===== src/rtl/cpwm_pkg.sv =====
package cpwm_pkg;

  localparam logic [2:0] ADDR_PERIOD  = 3'd0;
  localparam logic [2:0] ADDR_COMPARE = 3'd1;
  localparam logic [2:0] ADDR_MODE    = 3'd2;
  localparam logic [2:0] ADDR_CTRL    = 3'd3;
  localparam logic [2:0] ADDR_DEAD    = 3'd4;

  localparam logic [2:0] MODE_FORCE_LO = 3'b100;
  localparam logic [2:0] MODE_FORCE_HI = 3'b101;
  localparam logic [2:0] MODE_PWM_LOW  = 3'b110;

  // control word, MSB first: run is bit 5, main enable is bit 0
  typedef struct packed {
    logic run;
    logic off_drive;
    logic comp_pol;
    logic main_pol;
    logic comp_en;
    logic main_en;
  } ctrl_t;

  localparam int CTRL_W = $bits(ctrl_t);

endpackage


===== src/rtl/cpwm_regs.sv =====
module cpwm_regs
  import cpwm_pkg::*;
#(
  parameter int CNT_W  = 16,
  parameter int DT_W   = 8,
  parameter int DATA_W = 16
) (
  input  logic              clk,
  input  logic              rst_n,
  input  logic              wr_en,
  input  logic [2:0]        wr_addr,
  input  logic [DATA_W-1:0] wr_data,
  output logic [CNT_W-1:0]  period_q,
  output logic [CNT_W-1:0]  cmp_q,
  output logic [2:0]        mode_q,
  output ctrl_t             ctrl_q,
  output logic [DT_W-1:0]   dt_q
);

  logic [CNT_W-1:0] period_n;
  logic [CNT_W-1:0] cmp_n;
  logic [2:0]       mode_n;
  ctrl_t            ctrl_n;
  logic [DT_W-1:0]  dt_n;
  logic             unused_data;

  assign unused_data = ^wr_data;

  always_comb begin
    period_n = period_q;
    cmp_n    = cmp_q;
    mode_n   = mode_q;
    ctrl_n   = ctrl_q;
    dt_n     = dt_q;
    if (wr_en) begin
      unique case (wr_addr)
        ADDR_PERIOD:  period_n = wr_data[CNT_W-1:0];
        ADDR_COMPARE: cmp_n    = wr_data[CNT_W-1:0];
        ADDR_MODE:    mode_n   = wr_data[2:0];
        ADDR_CTRL:    ctrl_n   = ctrl_t'(wr_data[CTRL_W-1:0]);
        ADDR_DEAD:    dt_n     = wr_data[DT_W-1:0];
        default: ;
      endcase
    end
  end

  always_ff @(posedge clk or negedge rst_n) begin
    if (!rst_n) begin
      period_q <= '0;
      cmp_q    <= '0;
      mode_q   <= '0;
      ctrl_q   <= '0;
      dt_q     <= '0;
    end else begin
      period_q <= period_n;
      cmp_q    <= cmp_n;
      mode_q   <= mode_n;
      ctrl_q   <= ctrl_n;
      dt_q     <= dt_n;
    end
  end

  AST_WRITE_CTRL: assert property (@(posedge clk) disable iff (!rst_n)
    (wr_en && wr_addr == ADDR_CTRL) |=> (ctrl_q == ctrl_t'($past(wr_data[CTRL_W-1:0]))));

endmodule


===== src/rtl/cpwm_timebase.sv =====
module cpwm_timebase
  import cpwm_pkg::*;
#(
  parameter int CNT_W = 16
) (
  input  logic             clk,
  input  logic             rst_n,
  input  logic             run,
  input  logic [CNT_W-1:0] period,
  input  logic [CNT_W-1:0] cmp,
  input  logic [2:0]       mode,
  output logic [CNT_W-1:0] cnt_q,
  output logic             oc_ref,
  output logic             match
);

  logic [CNT_W-1:0] cnt_n;

  always_comb begin
    cnt_n = cnt_q;
    if (run) begin
      cnt_n = (cnt_q >= period) ? '0 : cnt_q + 1'b1;
    end
  end

  always_ff @(posedge clk or negedge rst_n) begin
    if (!rst_n) cnt_q <= '0;
    else        cnt_q <= cnt_n;
  end

  always_comb begin
    unique case (mode)
      MODE_FORCE_HI: oc_ref = 1'b1;
      MODE_PWM_LOW:  oc_ref = (cnt_q < cmp);
      default:       oc_ref = 1'b0;
    endcase
  end

  assign match = (cnt_q == cmp);

  AST_CNT_WRAP: assert property (@(posedge clk) disable iff (!rst_n)
    (run && cnt_q >= period) |=> (cnt_q == '0));
  AST_CNT_HOLD: assert property (@(posedge clk) disable iff (!rst_n)
    (!run) |=> $stable(cnt_q));
  AST_CNT_STEP: assert property (@(posedge clk) disable iff (!rst_n)
    (run && cnt_q < period) |=> (cnt_q == $past(cnt_q) + 1'b1));

endmodule


===== src/rtl/cpwm_deadtime.sv =====
module cpwm_deadtime #(
  parameter int DT_W = 8
) (
  input  logic            clk,
  input  logic            rst_n,
  input  logic            oc_ref,
  input  logic [DT_W-1:0] dt,
  output logic            ref_q,
  output logic            dir_q,
  output logic            inv_q
);

  logic [DT_W-1:0] dt_cnt_q;
  logic [DT_W-1:0] dt_cnt_n;
  logic [DT_W-1:0] remain;
  logic            ref_edge;
  logic            settled;
  logic            dir_n;
  logic            inv_n;

  always_comb begin
    ref_edge = oc_ref ^ ref_q;
    remain   = ref_edge ? dt : dt_cnt_q;
    settled  = (remain == '0);
    dt_cnt_n = settled ? '0 : remain - 1'b1;
    dir_n    = oc_ref & settled;
    inv_n    = ~oc_ref & settled;
  end

  always_ff @(posedge clk or negedge rst_n) begin
    if (!rst_n) begin
      ref_q    <= 1'b0;
      dt_cnt_q <= '0;
      dir_q    <= 1'b0;
      inv_q    <= 1'b0;
    end else begin
      ref_q    <= oc_ref;
      dt_cnt_q <= dt_cnt_n;
      dir_q    <= dir_n;
      inv_q    <= inv_n;
    end
  end

  AST_DT_QUIET: assert property (@(posedge clk) disable iff (!rst_n)
    (dt_cnt_q != '0) |-> (!dir_q && !inv_q));
  AST_DIR_OFF_FAST: assert property (@(posedge clk) disable iff (!rst_n)
    (!oc_ref && ref_q) |=> !dir_q);
  AST_INV_OFF_FAST: assert property (@(posedge clk) disable iff (!rst_n)
    (oc_ref && !ref_q) |=> !inv_q);

endmodule


===== src/rtl/cpwm_outstage.sv =====
module cpwm_outstage (
  input  logic en,
  input  logic peer_en,
  input  logic pol,
  input  logic off_drive,
  input  logic paired,
  input  logic solo,
  output logic pin,
  output logic oe
);

  logic active;

  always_comb begin
    active = peer_en ? paired : solo;
    if (en) begin
      oe  = 1'b1;
      pin = active ^ pol;
    end else begin
      oe  = off_drive;
      pin = pol;
    end
  end

endmodule


===== src/rtl/cpwm_channel.sv =====
module cpwm_channel
  import cpwm_pkg::*;
#(
  parameter int CNT_W = 16,
  parameter int DT_W  = 8,
  localparam int WIDE_W = (CNT_W > DT_W) ? CNT_W : DT_W,
  localparam int DATA_W = (WIDE_W > 8) ? WIDE_W : 8
) (
  input  logic              clk,
  input  logic              rst_n,
  input  logic              wr_en,
  input  logic [2:0]        wr_addr,
  input  logic [DATA_W-1:0] wr_data,
  output logic [CNT_W-1:0]  cnt_value,
  output logic              oc_ref,
  output logic              cmp_match,
  output logic              main_out,
  output logic              main_oe,
  output logic              comp_out,
  output logic              comp_oe
);

  logic [CNT_W-1:0] period_q;
  logic [CNT_W-1:0] cmp_q;
  logic [2:0]       mode_q;
  ctrl_t            ctrl_q;
  logic [DT_W-1:0]  dt_q;
  logic             ref_q;
  logic             dir_q;
  logic             inv_q;

  cpwm_regs #(.CNT_W(CNT_W), .DT_W(DT_W), .DATA_W(DATA_W)) u_regs (
    .clk      (clk),
    .rst_n    (rst_n),
    .wr_en    (wr_en),
    .wr_addr  (wr_addr),
    .wr_data  (wr_data),
    .period_q (period_q),
    .cmp_q    (cmp_q),
    .mode_q   (mode_q),
    .ctrl_q   (ctrl_q),
    .dt_q     (dt_q)
  );

  cpwm_timebase #(.CNT_W(CNT_W)) u_timebase (
    .clk    (clk),
    .rst_n  (rst_n),
    .run    (ctrl_q.run),
    .period (period_q),
    .cmp    (cmp_q),
    .mode   (mode_q),
    .cnt_q  (cnt_value),
    .oc_ref (oc_ref),
    .match  (cmp_match)
  );

  cpwm_deadtime #(.DT_W(DT_W)) u_deadtime (
    .clk    (clk),
    .rst_n  (rst_n),
    .oc_ref (oc_ref),
    .dt     (dt_q),
    .ref_q  (ref_q),
    .dir_q  (dir_q),
    .inv_q  (inv_q)
  );

  cpwm_outstage u_main (
    .en        (ctrl_q.main_en),
    .peer_en   (ctrl_q.comp_en),
    .pol       (ctrl_q.main_pol),
    .off_drive (ctrl_q.off_drive),
    .paired    (dir_q),
    .solo      (ref_q),
    .pin       (main_out),
    .oe        (main_oe)
  );

  cpwm_outstage u_comp (
    .en        (ctrl_q.comp_en),
    .peer_en   (ctrl_q.main_en),
    .pol       (ctrl_q.comp_pol),
    .off_drive (ctrl_q.off_drive),
    .paired    (inv_q),
    .solo      (ref_q),
    .pin       (comp_out),
    .oe        (comp_oe)
  );

  AST_NO_SHOOT: assert property (@(posedge clk) disable iff (!rst_n)
    (ctrl_q.main_en && ctrl_q.comp_en) |->
      !((main_out ^ ctrl_q.main_pol) && (comp_out ^ ctrl_q.comp_pol)));
  AST_MAIN_FLOAT: assert property (@(posedge clk) disable iff (!rst_n)
    (!ctrl_q.main_en && !ctrl_q.off_drive) |-> !main_oe);
  AST_COMP_FLOAT: assert property (@(posedge clk) disable iff (!rst_n)
    (!ctrl_q.comp_en && !ctrl_q.off_drive) |-> !comp_oe);
  AST_MAIN_IDLE: assert property (@(posedge clk) disable iff (!rst_n)
    (!ctrl_q.main_en && ctrl_q.off_drive) |-> (main_oe && main_out == ctrl_q.main_pol));
  AST_SOLO_FOLLOW: assert property (@(posedge clk) disable iff (!rst_n)
    (ctrl_q.comp_en && !ctrl_q.main_en && $stable(ctrl_q)) |->
      (comp_out == ($past(oc_ref) ^ ctrl_q.comp_pol)));

endmodule


===== config.mk =====
export PLATFORM = sky130hd
export DESIGN_NAME = cpwm_channel
export DESIGN_NICKNAME = d
export VERILOG_FILES = /design/src/rtl/cpwm_pkg.sv /design/src/rtl/cpwm_regs.sv /design/src/rtl/cpwm_timebase.sv /design/src/rtl/cpwm_deadtime.sv /design/src/rtl/cpwm_outstage.sv /design/src/rtl/cpwm_channel.sv
export SDC_FILE = /design/constraint.sdc
export NUM_CORES = 1
export LEC_CHECK = 0
export ABC_AREA = 1
export BUFFER_PORTS_ARGS = -buffer_cell sky130_fd_sc_hd__buf_2
export CORE_MARGIN = 3
export CORE_UTILIZATION = 55
export DETAILED_ROUTE_END_ITERATION = 8
export GPL_ROUTABILITY_DRIVEN = 1
export GPL_TIMING_DRIVEN = 0
export PLACE_DENSITY = 0.85
export REMOVE_ABC_BUFFERS = 1
export SLEW_MARGIN = 20
export SYNTH_ARGS = -nofsm -noshare
export SYNTH_HDL_FRONTEND = slang
export SYNTH_HIERARCHICAL = 1
export SYNTH_SLANG_ARGS = --single-unit

===== constraint.sdc =====
create_clock -name clk -period 2.95 [get_ports clk]
set_clock_uncertainty 0.15 [all_clocks]
set_input_delay 0.295 -clock clk [delete_from_list [all_inputs] [get_ports clk]]
set_output_delay 0.295 -clock clk [all_outputs]
set_load 0.05 [all_outputs]

======== Yosys cells after proc, flatten, opt, wreduce, memory -nomap -nowiden ========
Cells that the tools add are included.
cells by class
  reduce and logical (&&, ||, !) cells .... 7
  eq/ne operators ......................... 7
  magnitude comparators ................... 2
  bitwise operators ....................... 6
  multiplexer cells ....................... 10
  add/subtract/negate cells ............... 2
operators by type and width
  operator                 count
  $add A16 B1 Y16 const B  1
  $eq A16 B16 Y1           1
  $ge A16 B16 Y1           1
  $lt A16 B16 Y1           1
  $mux W16                 1
  $mux W8                  2
  $reduce_and A2 Y1        5
  $eq A3 B3 Y1 const B     3
  $logic_not A8 Y1         1
  $sub A8 B1 Y8 const B    1
  $eq A3 B2 Y1 const B     2
  $mux W1                  6
  $eq A3 B1 Y1 const B     1
  $logic_not A3 Y1         1
  $xor A1 B1 Y1            3
  $and A1 B1 Y1            2
  $pmux W1 S2              1
  $not A1 Y1               1
word-level totals
  register bits ........................... 76
  input bits .............................. 22
  output and inout bits ................... 22
  logic and storage cells ................. 49

======== Depth between registers and ports, before layout ========
Gate-level depths: netlist of run 1.
  word-level depth ........................ 6
  gate-level depth with buffers ........... 22
  mapped depth without buffers ............ 22

======== By module ========
The synthesis of run 1 kept the hierarchy.
by module, submodules not included
  module         seq. area each (um2)  area each (um2)  instances  cells each
  cpwm_regs      1226.2                2009.4           1          224
  cpwm_timebase  400.4                 1803.0           1          248
  cpwm_deadtime  275.3                 678.2            1          98
  cpwm_outstage  0.0                   57.6             2          14

======== Least setup slack after synthesis of run 1 ========
Ideal clock, no wire load.
  kind .................................... register to register
  start point ............................. register u_timebase.cnt_q[7]
  end point ............................... register u_deadtime.dt_cnt_q[5]
  data required time ...................... 2.729 ns
  cell stages (with the launch flop) ...... 21
  setup time .............................. 0.071 ns
  period minus slack after synthesis ...... 3.336 ns
  arrival ................................. 3.115 ns
  path slack .............................. -0.386 ns
  buffers on the path ..................... 0
  cells stage by stage .................... dfrtp_1 -> ha_1 -> nand2_1 -> inv_1 -> nor2_1 -> o21a_1 -> nand2_1 -> nand2_1 -> nand3_1 -> nand2_1 -> nand2_1 -> nand2_2 -> nand2_1 -> o21ai_2 -> inv_1 -> ha_1 -> nand2_1 -> nor2_1 -> nand2_1 -> nand2_1 -> nor2_1
on the way
  cells in the longest elaborated chain, start to end .. 6
  elaborated cells between the ends (all ways) .. 7
  classes of those cells .................. 1 x add/sub; 1 x order compare; 3 x mux; 1 x bitwise; 1 x reduce/logical
RTL lines
  item                                                      RTL line                                  source
  start: declaration                                        cpwm_timebase.sv:12                       output logic [CNT_W-1:0] cnt_q,
  start signal: assignment                                  cpwm_timebase.sv:28                       else cnt_q <= cnt_n;
  $lt A16 B16 Y1 (*)                                        cpwm_timebase.sv:34                       MODE_PWM_LOW: oc_ref = (cnt_q < cmp);
  $pmux W1 S2 (*)                                           cpwm_timebase.sv:32                       unique case (mode)
  via oc_ref                                                cpwm_channel.sv:15                        output logic oc_ref,
  $xor A1 B1 Y1 (*)                                         cpwm_deadtime.sv:22                       ref_edge = oc_ref ^ ref_q;
  $mux W8 (*)                                               cpwm_deadtime.sv:23                       remain = ref_edge ? dt : dt_cnt_q;
  $sub A8 B1 Y8 / $logic_not A8 Y1 (equally long branches)  cpwm_deadtime.sv:25, cpwm_deadtime.sv:24
  $mux W8 (*)                                               cpwm_deadtime.sv:25                       dt_cnt_n = settled ? '0 : remain - 1'b1;
  via u_deadtime.dt_cnt_n[5]                                cpwm_deadtime.sv:14                       logic [DT_W-1:0] dt_cnt_n;
  end signal: assignment                                    cpwm_deadtime.sv:38                       dt_cnt_q <= dt_cnt_n;
  end: declaration                                          cpwm_deadtime.sv:13                       logic [DT_W-1:0] dt_cnt_q;
The timed path passes the listed nets; every way through them passes the cells marked *.
A chain may end at the register's enable or synchronous reset.

======== Worst setup path in the final report of run 1 ========
  start point ............................. register u_timebase.cnt_q[9]
  end point ............................... register u_deadtime.dt_cnt_q[6]
on the way
  cells in the longest elaborated chain, start to end .. 6
  elaborated cells between the ends (all ways) .. 7
  classes of those cells .................. 1 x add/sub; 1 x order compare; 3 x mux; 1 x bitwise; 1 x reduce/logical
RTL lines
  item                                                      RTL line
  $lt A16 B16 Y1 (*)                                        cpwm_timebase.sv:34
  $pmux W1 S2 (*)                                           cpwm_timebase.sv:32
  $xor A1 B1 Y1 (*)                                         cpwm_deadtime.sv:22
  $mux W8 (*)                                               cpwm_deadtime.sv:23
  $sub A8 B1 Y8 / $logic_not A8 Y1 (equally long branches)  cpwm_deadtime.sv:25, cpwm_deadtime.sv:24
  $mux W8 (*)                                               cpwm_deadtime.sv:25
  via u_deadtime.dt_cnt_n[6]                                cpwm_deadtime.sv:14
Marks and branches as above.

==> results.rst, run 1 <==
.. list-table::
   :header-rows: 1

   * - Metric
     - Value
   * - Result of the run
     - completed
   * - Synthesized flop and latch total
     - 76
   * - Clk Latency, worst-skew pair
     - 360 ps
   * - Detailed Route Iter0 Violations
     - 218
   * - Total of warnings raised by yosys
     - 6
   * - Worst reg2reg path endpoint
     - u_deadtime/dt_cnt_q[6]
   * - P_sw
     - 1564 uW
   * - Area post-placement
     - 4880 um2
   * - Fmax achieved
     - 347.5 MHz
   * - Power density over the cells
     - 700.8 nW/um2
   * - Seq/Total Area, Yosys
     - 0.4129
   * - Aggregate global routing overflow
     - 0
   * - Largest fanout on the critical path
     - 6
   * - Most frequent cells in the layout
     - 191 x sky130_fd_sc_hd__nand2_1, 80 x sky130_fd_sc_hd__inv_1, 66 x sky130_fd_sc_hd__dfrtp_1
   * - Beginning of the worst register-to-register path
     - u_timebase/cnt_q[9]
   * - Final standard cell area without fillers
     - 5375 um2
   * - Final estimated routing congestion in global placement
     - 0.8587
   * - Worst hold path startpoint
     - wr_data[14]
   * - First-pass GRT wire length
     - 18150 um
   * - Fin Hold WS
     - 39.69 ps
   * - PortBufs
     - 43
   * - Number of vias per cell
     - 5.431
   * - Via count
     - 4149
   * - Area added between synthesis and finish
     - 16.71%
   * - Number of sinks on the clock net
     - 76
   * - Clock tree from TritonCTS
     - done
   * - Setup violation total in the final timing report
     - 0
   * - Fraction of power spent switching nets
     - 0.4153
   * - Total negative slack
     - 0 ps
   * - WL/cell
     - 14.64 um
   * - Worst Hold End
     - u_regs/period_q[14]
   * - Relative slew margins
     - 0.3390
   * - Hold Vio Cnt, Final
     - 0
   * - Max H-tree Level
     - 3
   * - Vias in the first global route
     - 4025
   * - Antenna cells
     - 0
   * - Post-CTS clock slew at the launch and capture registers of the worst setup and hold paths
     - 80 ps
   * - Max-slew violation count
     - 0
   * - Fraction of final layout cells with drive strength greater than 1
     - 0.2175
   * - Power, Total
     - 3767 uW
   * - I/O pins
     - 44
   * - Synth unique cells
     - 32
   * - Worst reg-to-reg setup slack
     - 70 ps
   * - Post-synth design cell area
     - 4606 um2
   * - Fin crit share
     - 0.9756
   * - Standard-cell rows
     - 32
   * - MaxCap Viol Count
     - 0
   * - Count of nets left with antenna violations after detail routing
     - 0
   * - Fin cells
     - 764
   * - Cell Count Post-Placement
     - 732
   * - Initial DRT Pass Iterations
     - 4
   * - Depth of the worst register-to-register path
     - 20
   * - Internal power
     - 2203 uW
   * - Path type of the worst min-delay path
     - input pin to flip-flop
   * - Clock tree root driver cell
     - sky130_fd_sc_hd__clkbuf_8
   * - Worst Path Class, Setup
     - flip-flop to flip-flop
   * - Antenna violations before repair
     - 0
   * - Die Ht
     - 97.51 um
   * - Final critical delay including setup and external delays
     - 2878 ps
   * - Maximum number of pins on one net before global-route repair
     - 54
   * - Endpoint arrival time on the critical path
     - 2970 ps
   * - Largest vdd supply drop
     - 0.5007 mV
   * - Total die area
     - 9508 um2
   * - Core Footprint
     - 7928 um2
   * - Inserted Clock Buffers
     - 9
   * - Syn_area_per_cell
     - 7.702 um2
   * - Clock network power share
     - 0.221
   * - Final nets
     - 714
   * - Number of cells on the worst hold path
     - 3
   * - HPWL after detailed placement
     - 7507 um
   * - Commonest non-fill, non-tap cell in the layout
     - sky130_fd_sc_hd__nand2_1
   * - Horizontal extent of the die
     - 97.51 um
   * - Post-Syn Instances
     - 598
   * - Leakage power figure
     - 0.002956 uW
   * - Largest buffer count on any clock path
     - 2
   * - Critical Path End Type
     - flip-flop
   * - Startpoint Class
     - flip-flop
   * - Combinational Power Share
     - 0.394
   * - Number of filler instances in the final layout
     - 610
   * - DRC violations left
     - 0
   * - Sequential group share of total power
     - 0.386
   * - Gr usage total
     - 0.2309
   * - Effective utilization at floorplan
     - 0.5810
   * - Wire length reported by the detailed router
     - 11180 um
   * - Required @ worst endpoint
     - 3050 ps
   * - Worst Tran Pin Value
     - 991.5 ps
-- synthesized netlist by cell type --
master                     number  area (um2)
sky130_fd_sc_hd__inv_2          6       22.52
sky130_fd_sc_hd__and3_1         1       6.260
sky130_fd_sc_hd__buf_2          4       20.02
sky130_fd_sc_hd__nor3_2         2       20.02
sky130_fd_sc_hd__nand3_1       66       330.3
sky130_fd_sc_hd__clkinv_1       1       3.750
sky130_fd_sc_hd__nor3_1         4       20.02
sky130_fd_sc_hd__inv_1         81       304.0
sky130_fd_sc_hd__o21ai_1        3       15.01
sky130_fd_sc_hd__o21bai_1       1       7.510
sky130_fd_sc_hd__nor2_2         4       25.02
sky130_fd_sc_hd__dfrtp_1       76        1902
sky130_fd_sc_hd__nor3b_1        1       7.510
sky130_fd_sc_hd__buf_6          5       56.30
sky130_fd_sc_hd__nand2_2        6       37.54
sky130_fd_sc_hd__o21a_1         1       7.510
sky130_fd_sc_hd__nand4_1        7       43.79
sky130_fd_sc_hd__nand3b_1       4       30.03
sky130_fd_sc_hd__nor2_1        33       123.9
sky130_fd_sc_hd__nand2_4        2       22.52
sky130_fd_sc_hd__o21ai_0        6       30.03
sky130_fd_sc_hd__nor2_4         3       33.78
sky130_fd_sc_hd__buf_4          3       22.52
sky130_fd_sc_hd__ha_1          35       437.9
sky130_fd_sc_hd__xnor2_1        2       17.52
sky130_fd_sc_hd__a21oi_2       12       105.1
sky130_fd_sc_hd__or2_1          2       12.51
sky130_fd_sc_hd__a21oi_1       17       85.08
sky130_fd_sc_hd__xor2_1        10       87.58
sky130_fd_sc_hd__nor3_4         1       16.27
sky130_fd_sc_hd__o21ai_2        1       8.760
sky130_fd_sc_hd__nand2_1      198       743.2
-- worst max path at each step --
| stage | cells past startpoint | slack, ps | from | to |
|---|---|---|---|---|
| floorplan | 20 | -390 | u_timebase/cnt_q[7] | u_deadtime/dt_cnt_q[5] |
| global placement | 18 | -70 | u_timebase/cnt_q[15] | u_deadtime/dt_cnt_q[6] |
| detailed placement | 18 | -190 | u_timebase/cnt_q[15] | u_deadtime/dt_cnt_q[3] |
| CTS | 20 | 20 | u_timebase/cnt_q[13] | u_deadtime/dt_cnt_q[6] |
| global route | 20 | -110 | u_timebase/cnt_q[8] | u_deadtime/dt_cnt_q[6] |
| finish | 20 | 70 | u_timebase/cnt_q[9] | u_deadtime/dt_cnt_q[6] |
-- final cells by class --
cell class | instances | area, um2 | area share
multi-input cells | 422 | 2422 | 0.4507
well taps | 102 | 127.6 | 0.02374
clock inverters | 5 | 58.81 | 0.01094
inverters | 88 | 332.8 | 0.06192
clock buffers | 11 | 151.4 | 0.02817
flip-flops and latches | 76 | 1914 | 0.3561
repair buffers | 60 | 367.9 | 0.06844
-- repair_timing --
action                                  CTS  global route
gates resized for setup                  10            30
endpoints found under the setup margin   10            10
endpoints found under the hold margin    23             0
setup buffers                             2            13
pin swaps                                 2             7
hold buffers                              1             0
-- cells by family after synthesis --
group,synth area share
AO/OA/AOI/OAI,0.05624
adder cells (fa/ha/maj),0.09508
buffers and inverters,0.09318
AND/OR/NAND/NOR,0.3198
XOR/XNOR,0.02282
flip-flops,0.4129
-- stage by stage --
stage / setup WS, ps / util
floorplan: -386.4 / -
global placement: -68.42 / 0.6117
detailed placement: -185.9 / 0.6155
CTS: 18.76 / 0.6491
global route: -106.9 / 0.6780
finish: 71.98 / 0.6780
-- per-layer routing --
| metal | global-route usage | vias to the layer above | share of wire |
|---|---|---|---|
| met5 | 0 | - | 0 |
| li1 | - | 2004 | - |
| met1 | 0.2713 | 1985 | 0.40 |
| met3 | 0.04882 | 24 | 0.048 |
| met2 | 0.4180 | 136 | 0.53 |
| met4 | 0.07455 | 0 | 0.022 |
-- power by group through the flow --
stage                     combinational [uW]  clock (uW)  sequential, uW
final                                   1480         831            1450
after global routing                    1670         895            1480
after CTS                               1330         853            1450
after detailed placement                1290           0            1460
after global placement                  1210           0            1450
after floorplan                          884           0            1520
-- state kept, by name, summed over array words and instances (netlist names) --
register / count
u_regs/cmp_q: 16
u_regs/period_q: 16
u_timebase/cnt_q: 16
u_deadtime/dt_cnt_q: 8
u_regs/dt_q: 8
u_regs/ctrl_q: 6
u_regs/mode_q: 3
u_deadtime/dir_q: 1
u_deadtime/inv_q: 1
u_deadtime/ref_q: 1
-- worst max-delay path, cell delays in order (launching register included) --
cell and delay [ps]:
sky130_fd_sc_hd__dfrtp_2 470, sky130_fd_sc_hd__ha_4 240, sky130_fd_sc_hd__nand2_1 90, sky130_fd_sc_hd__inv_1 50, sky130_fd_sc_hd__o21bai_1 180, sky130_fd_sc_hd__a21oi_2 90, sky130_fd_sc_hd__nor2_2 150, sky130_fd_sc_hd__nand3_1 130
sky130_fd_sc_hd__nand2_4 140, sky130_fd_sc_hd__inv_4 60, sky130_fd_sc_hd__nand2_4 100, sky130_fd_sc_hd__nand2_4 80, sky130_fd_sc_hd__nand2_2 80, sky130_fd_sc_hd__o21ai_4 70, sky130_fd_sc_hd__inv_2 80, sky130_fd_sc_hd__ha_2 200
sky130_fd_sc_hd__nand3_2 110, sky130_fd_sc_hd__nor2_2 150, sky130_fd_sc_hd__nand2_1 60, sky130_fd_sc_hd__nand2_1 50, sky130_fd_sc_hd__nor2_1 40
No activity file was read; power rests on OpenSTA's default activity.
==> run 2: changes to the inputs <==
--- a/config.mk
+++ b/config.mk
@@ -7,12 +7,13 @@
 export LEC_CHECK = 0
 export ABC_AREA = 1
 export BUFFER_PORTS_ARGS = -buffer_cell sky130_fd_sc_hd__buf_2
+export CAP_MARGIN = 0
 export CORE_MARGIN = 3
 export CORE_UTILIZATION = 55
 export DETAILED_ROUTE_END_ITERATION = 8
 export GPL_ROUTABILITY_DRIVEN = 1
 export GPL_TIMING_DRIVEN = 0
-export PLACE_DENSITY = 0.85
+export PLACE_DENSITY = 0.77
 export REMOVE_ABC_BUFFERS = 1
 export SLEW_MARGIN = 20
 export SYNTH_ARGS = -nofsm -noshare
==> run 2 against run 1 <==
Against the previous run: power shrank 1.2%; cell area shrank 1.1%; combinational power shrank 5%; register-to-register slack gained 97 ps; critical path depth shrank 2; sequential share of layout area grew 0.39 points; sequential power is essentially flat; clock-buffer cell count grew 1; die area is the same; via count shrank 5.0%.
==> results.rst, run 2 (synthesis results as in run 1) <==
.. list-table::
   :header-rows: 1

   * - Metric
     - Value
   * - Gr usage total
     - 0.2268
   * - DRC violations left
     - 0
   * - Wire length reported by the detailed router
     - 10540 um
   * - Max-slew violation count
     - 0
   * - Post-CTS clock slew at the launch and capture registers of the worst setup and hold paths
     - 80 ps
   * - Fin Hold WS
     - 46.38 ps
   * - PortBufs
     - 43
   * - Fmax achieved
     - 359.5 MHz
   * - Endpoint arrival time on the critical path
     - 2860 ps
   * - Depth of the worst register-to-register path
     - 18
   * - Critical Path End Type
     - flip-flop
   * - Effective utilization at floorplan
     - 0.5810
   * - HPWL after detailed placement
     - 7515 um
   * - Worst path setup slack after routing
     - 168.7 ps
   * - Die Ht
     - 97.51 um
   * - Worst Hold End
     - u_regs/period_q[14]
   * - Largest fanout on the critical path
     - 7
   * - Antenna violations before repair
     - 0
   * - Area added between synthesis and finish
     - 15.43%
   * - Final critical delay including setup and external delays
     - 2781 ps
   * - Power density over the cells
     - 699.8 nW/um2
   * - Max H-tree Level
     - 3
   * - Aggregate global routing overflow
     - 0
   * - Cell Count Post-Placement
     - 732
   * - WL/cell
     - 13.90 um
   * - Total die area
     - 9508 um2
   * - Worst reg-to-reg setup slack
     - 170 ps
   * - MaxCap Viol Count
     - 0
   * - Setup violation total in the final timing report
     - 0
   * - Count of nets left with antenna violations after detail routing
     - 0
   * - Worst Path Class, Setup
     - flip-flop to flip-flop
   * - I/O pins
     - 44
   * - Clock tree root driver cell
     - sky130_fd_sc_hd__clkbuf_8
   * - First-pass GRT wire length
     - 17430 um
   * - Top Registers
     - u_regs/cmp_q: 16 flops, u_regs/period_q: 16 flops, u_timebase/cnt_q: 16 flops
   * - Number of vias per cell
     - 5.201
   * - Clock tree from TritonCTS
     - done
   * - Worst reg2reg path endpoint
     - u_deadtime/dt_cnt_q[5]
   * - Most frequent cells in the layout
     - 190 x sky130_fd_sc_hd__nand2_1, 80 x sky130_fd_sc_hd__inv_1, 66 x sky130_fd_sc_hd__dfrtp_1
   * - Beginning of the worst register-to-register path
     - u_timebase/cnt_q[2]
   * - Startpoint Class
     - flip-flop
   * - Final design utilization
     - 0.6706
   * - Antenna cells
     - 0
   * - Detailed Route Iter0 Violations
     - 165
   * - Largest vdd supply drop
     - 0.4867 mV
   * - Horizontal extent of the die
     - 97.51 um
   * - Final estimated routing congestion in global placement
     - 0.8058
   * - Standard-cell rows
     - 32
   * - Via count
     - 3942
   * - Final nets
     - 708
   * - Core Footprint
     - 7928 um2
   * - Leakage power figure
     - 0.002924 uW
   * - Vias in the first global route
     - 3739
   * - Fin cells
     - 758
   * - Inserted Clock Buffers
     - 9
   * - Relative slew margins
     - 0.3224
   * - Pre-CTS worst setup slack
     - -246.8 ps
   * - Worst hold path startpoint
     - wr_data[14]
   * - Number of cells on the worst hold path
     - 3
   * - Number of sinks on the clock net
     - 76
   * - Worst Tran Pin Value
     - 1016 ps
   * - Required @ worst endpoint
     - 3030 ps
   * - Hold Vio Cnt, Final
     - 0
   * - Number of filler instances in the final layout
     - 673
   * - Result of the run
     - completed
   * - Initial DRT Pass Iterations
     - 4
   * - Commonest non-fill, non-tap cell in the layout
     - sky130_fd_sc_hd__nand2_1
   * - Path type of the worst min-delay path
     - input pin to flip-flop
   * - Maximum number of pins on one net before global-route repair
     - 46
   * - Clk Latency, worst-skew pair
     - 340 ps
   * - Largest buffer count on any clock path
     - 2
   * - Fraction of final layout cells with drive strength greater than 1
     - 0.2027
   * - Fin crit share
     - 0.9428
run 2: cell types whose count changed in the layout (fill, tap and decap cells not counted), sizes merged:
cell	change
buf	-6
bufinv	+1
clkbuf	+1
clkinvlp	-1
inv	-1
run 2: critical path, cell delays in order, from the launching register on:
cell,delay [ps]
sky130_fd_sc_hd__dfrtp_1,480
sky130_fd_sc_hd__ha_1,320
sky130_fd_sc_hd__nand2_1,60
sky130_fd_sc_hd__o21ai_0,180
sky130_fd_sc_hd__nand2_1,70
sky130_fd_sc_hd__nand2_1,60
sky130_fd_sc_hd__nand2_1,70
sky130_fd_sc_hd__nand3_2,90
sky130_fd_sc_hd__nand2_4,80
sky130_fd_sc_hd__buf_4,160
sky130_fd_sc_hd__nand2_2,100
sky130_fd_sc_hd__nand3_1,110
sky130_fd_sc_hd__nand2_2,120
sky130_fd_sc_hd__ha_2,190
sky130_fd_sc_hd__nand2_1,60
sky130_fd_sc_hd__nor2_1,120
sky130_fd_sc_hd__nand2_2,120
sky130_fd_sc_hd__nand2_1,90
sky130_fd_sc_hd__nor2_1,40
run 2: timing repair:
action	in CTS	in global routing
hold endpoints to repair	31	0
setup endpoints to repair	10	10
gates cloned	0	0
pin swaps	2	9
setup buffers	3	6
hold buffers	1	0
resized for setup	8	28
run 2: final cells by class:
type | count | area (um2) | share of cell area
multi-input combinational | 422 | 2401 | 0.4516
sequential | 76 | 1914 | 0.3601
inverter | 88 | 332.8 | 0.06260
timing repair buffer | 54 | 322.8 | 0.06072
clock buffer | 12 | 145.1 | 0.02730
tap | 102 | 127.6 | 0.02401
clock inverter | 4 | 72.57 | 0.01365
run 2: worst max-delay path by stage:
stage / from / to / slack [ps] / depth (start not counted)
floorplan: u_timebase/cnt_q[7] / u_deadtime/dt_cnt_q[5] / -390 / 20
global placement: u_timebase/cnt_q[7] / u_deadtime/dt_cnt_q[7] / -100 / 20
detailed placement: u_timebase/cnt_q[7] / u_deadtime/dt_cnt_q[3] / -250 / 20
CTS: u_timebase/cnt_q[9] / u_deadtime/dt_cnt_q[6] / 30 / 20
global route: u_timebase/cnt_q[14] / u_deadtime/dt_cnt_q[6] / -10 / 18
finish: u_timebase/cnt_q[2] / u_deadtime/dt_cnt_q[5] / 170 / 18
run 2: per-stage QoR:
stage	setup TNS, ps	power [uW]	instance area (um2)
global placement	-631.6	2678	4850
finish	0	3720	5316
CTS	0	3649	5150
detailed placement	-1784	2744	4880
global route	-11.57	4005	5316
floorplan	-3634	2406	4507
run 2: report_power, final:
group / internal [uW] / switching (uW)
clock network: 499 / 374
registers: 1260 / 187
logic: 475 / 924
total: 2240 / 1480
run 2: per-layer routing:
layer  global-route usage  share of wire
met1               0.2818           0.42
met2               0.3985           0.52
met3              0.04235          0.051
met4              0.07029         0.0099
met5                    0              0
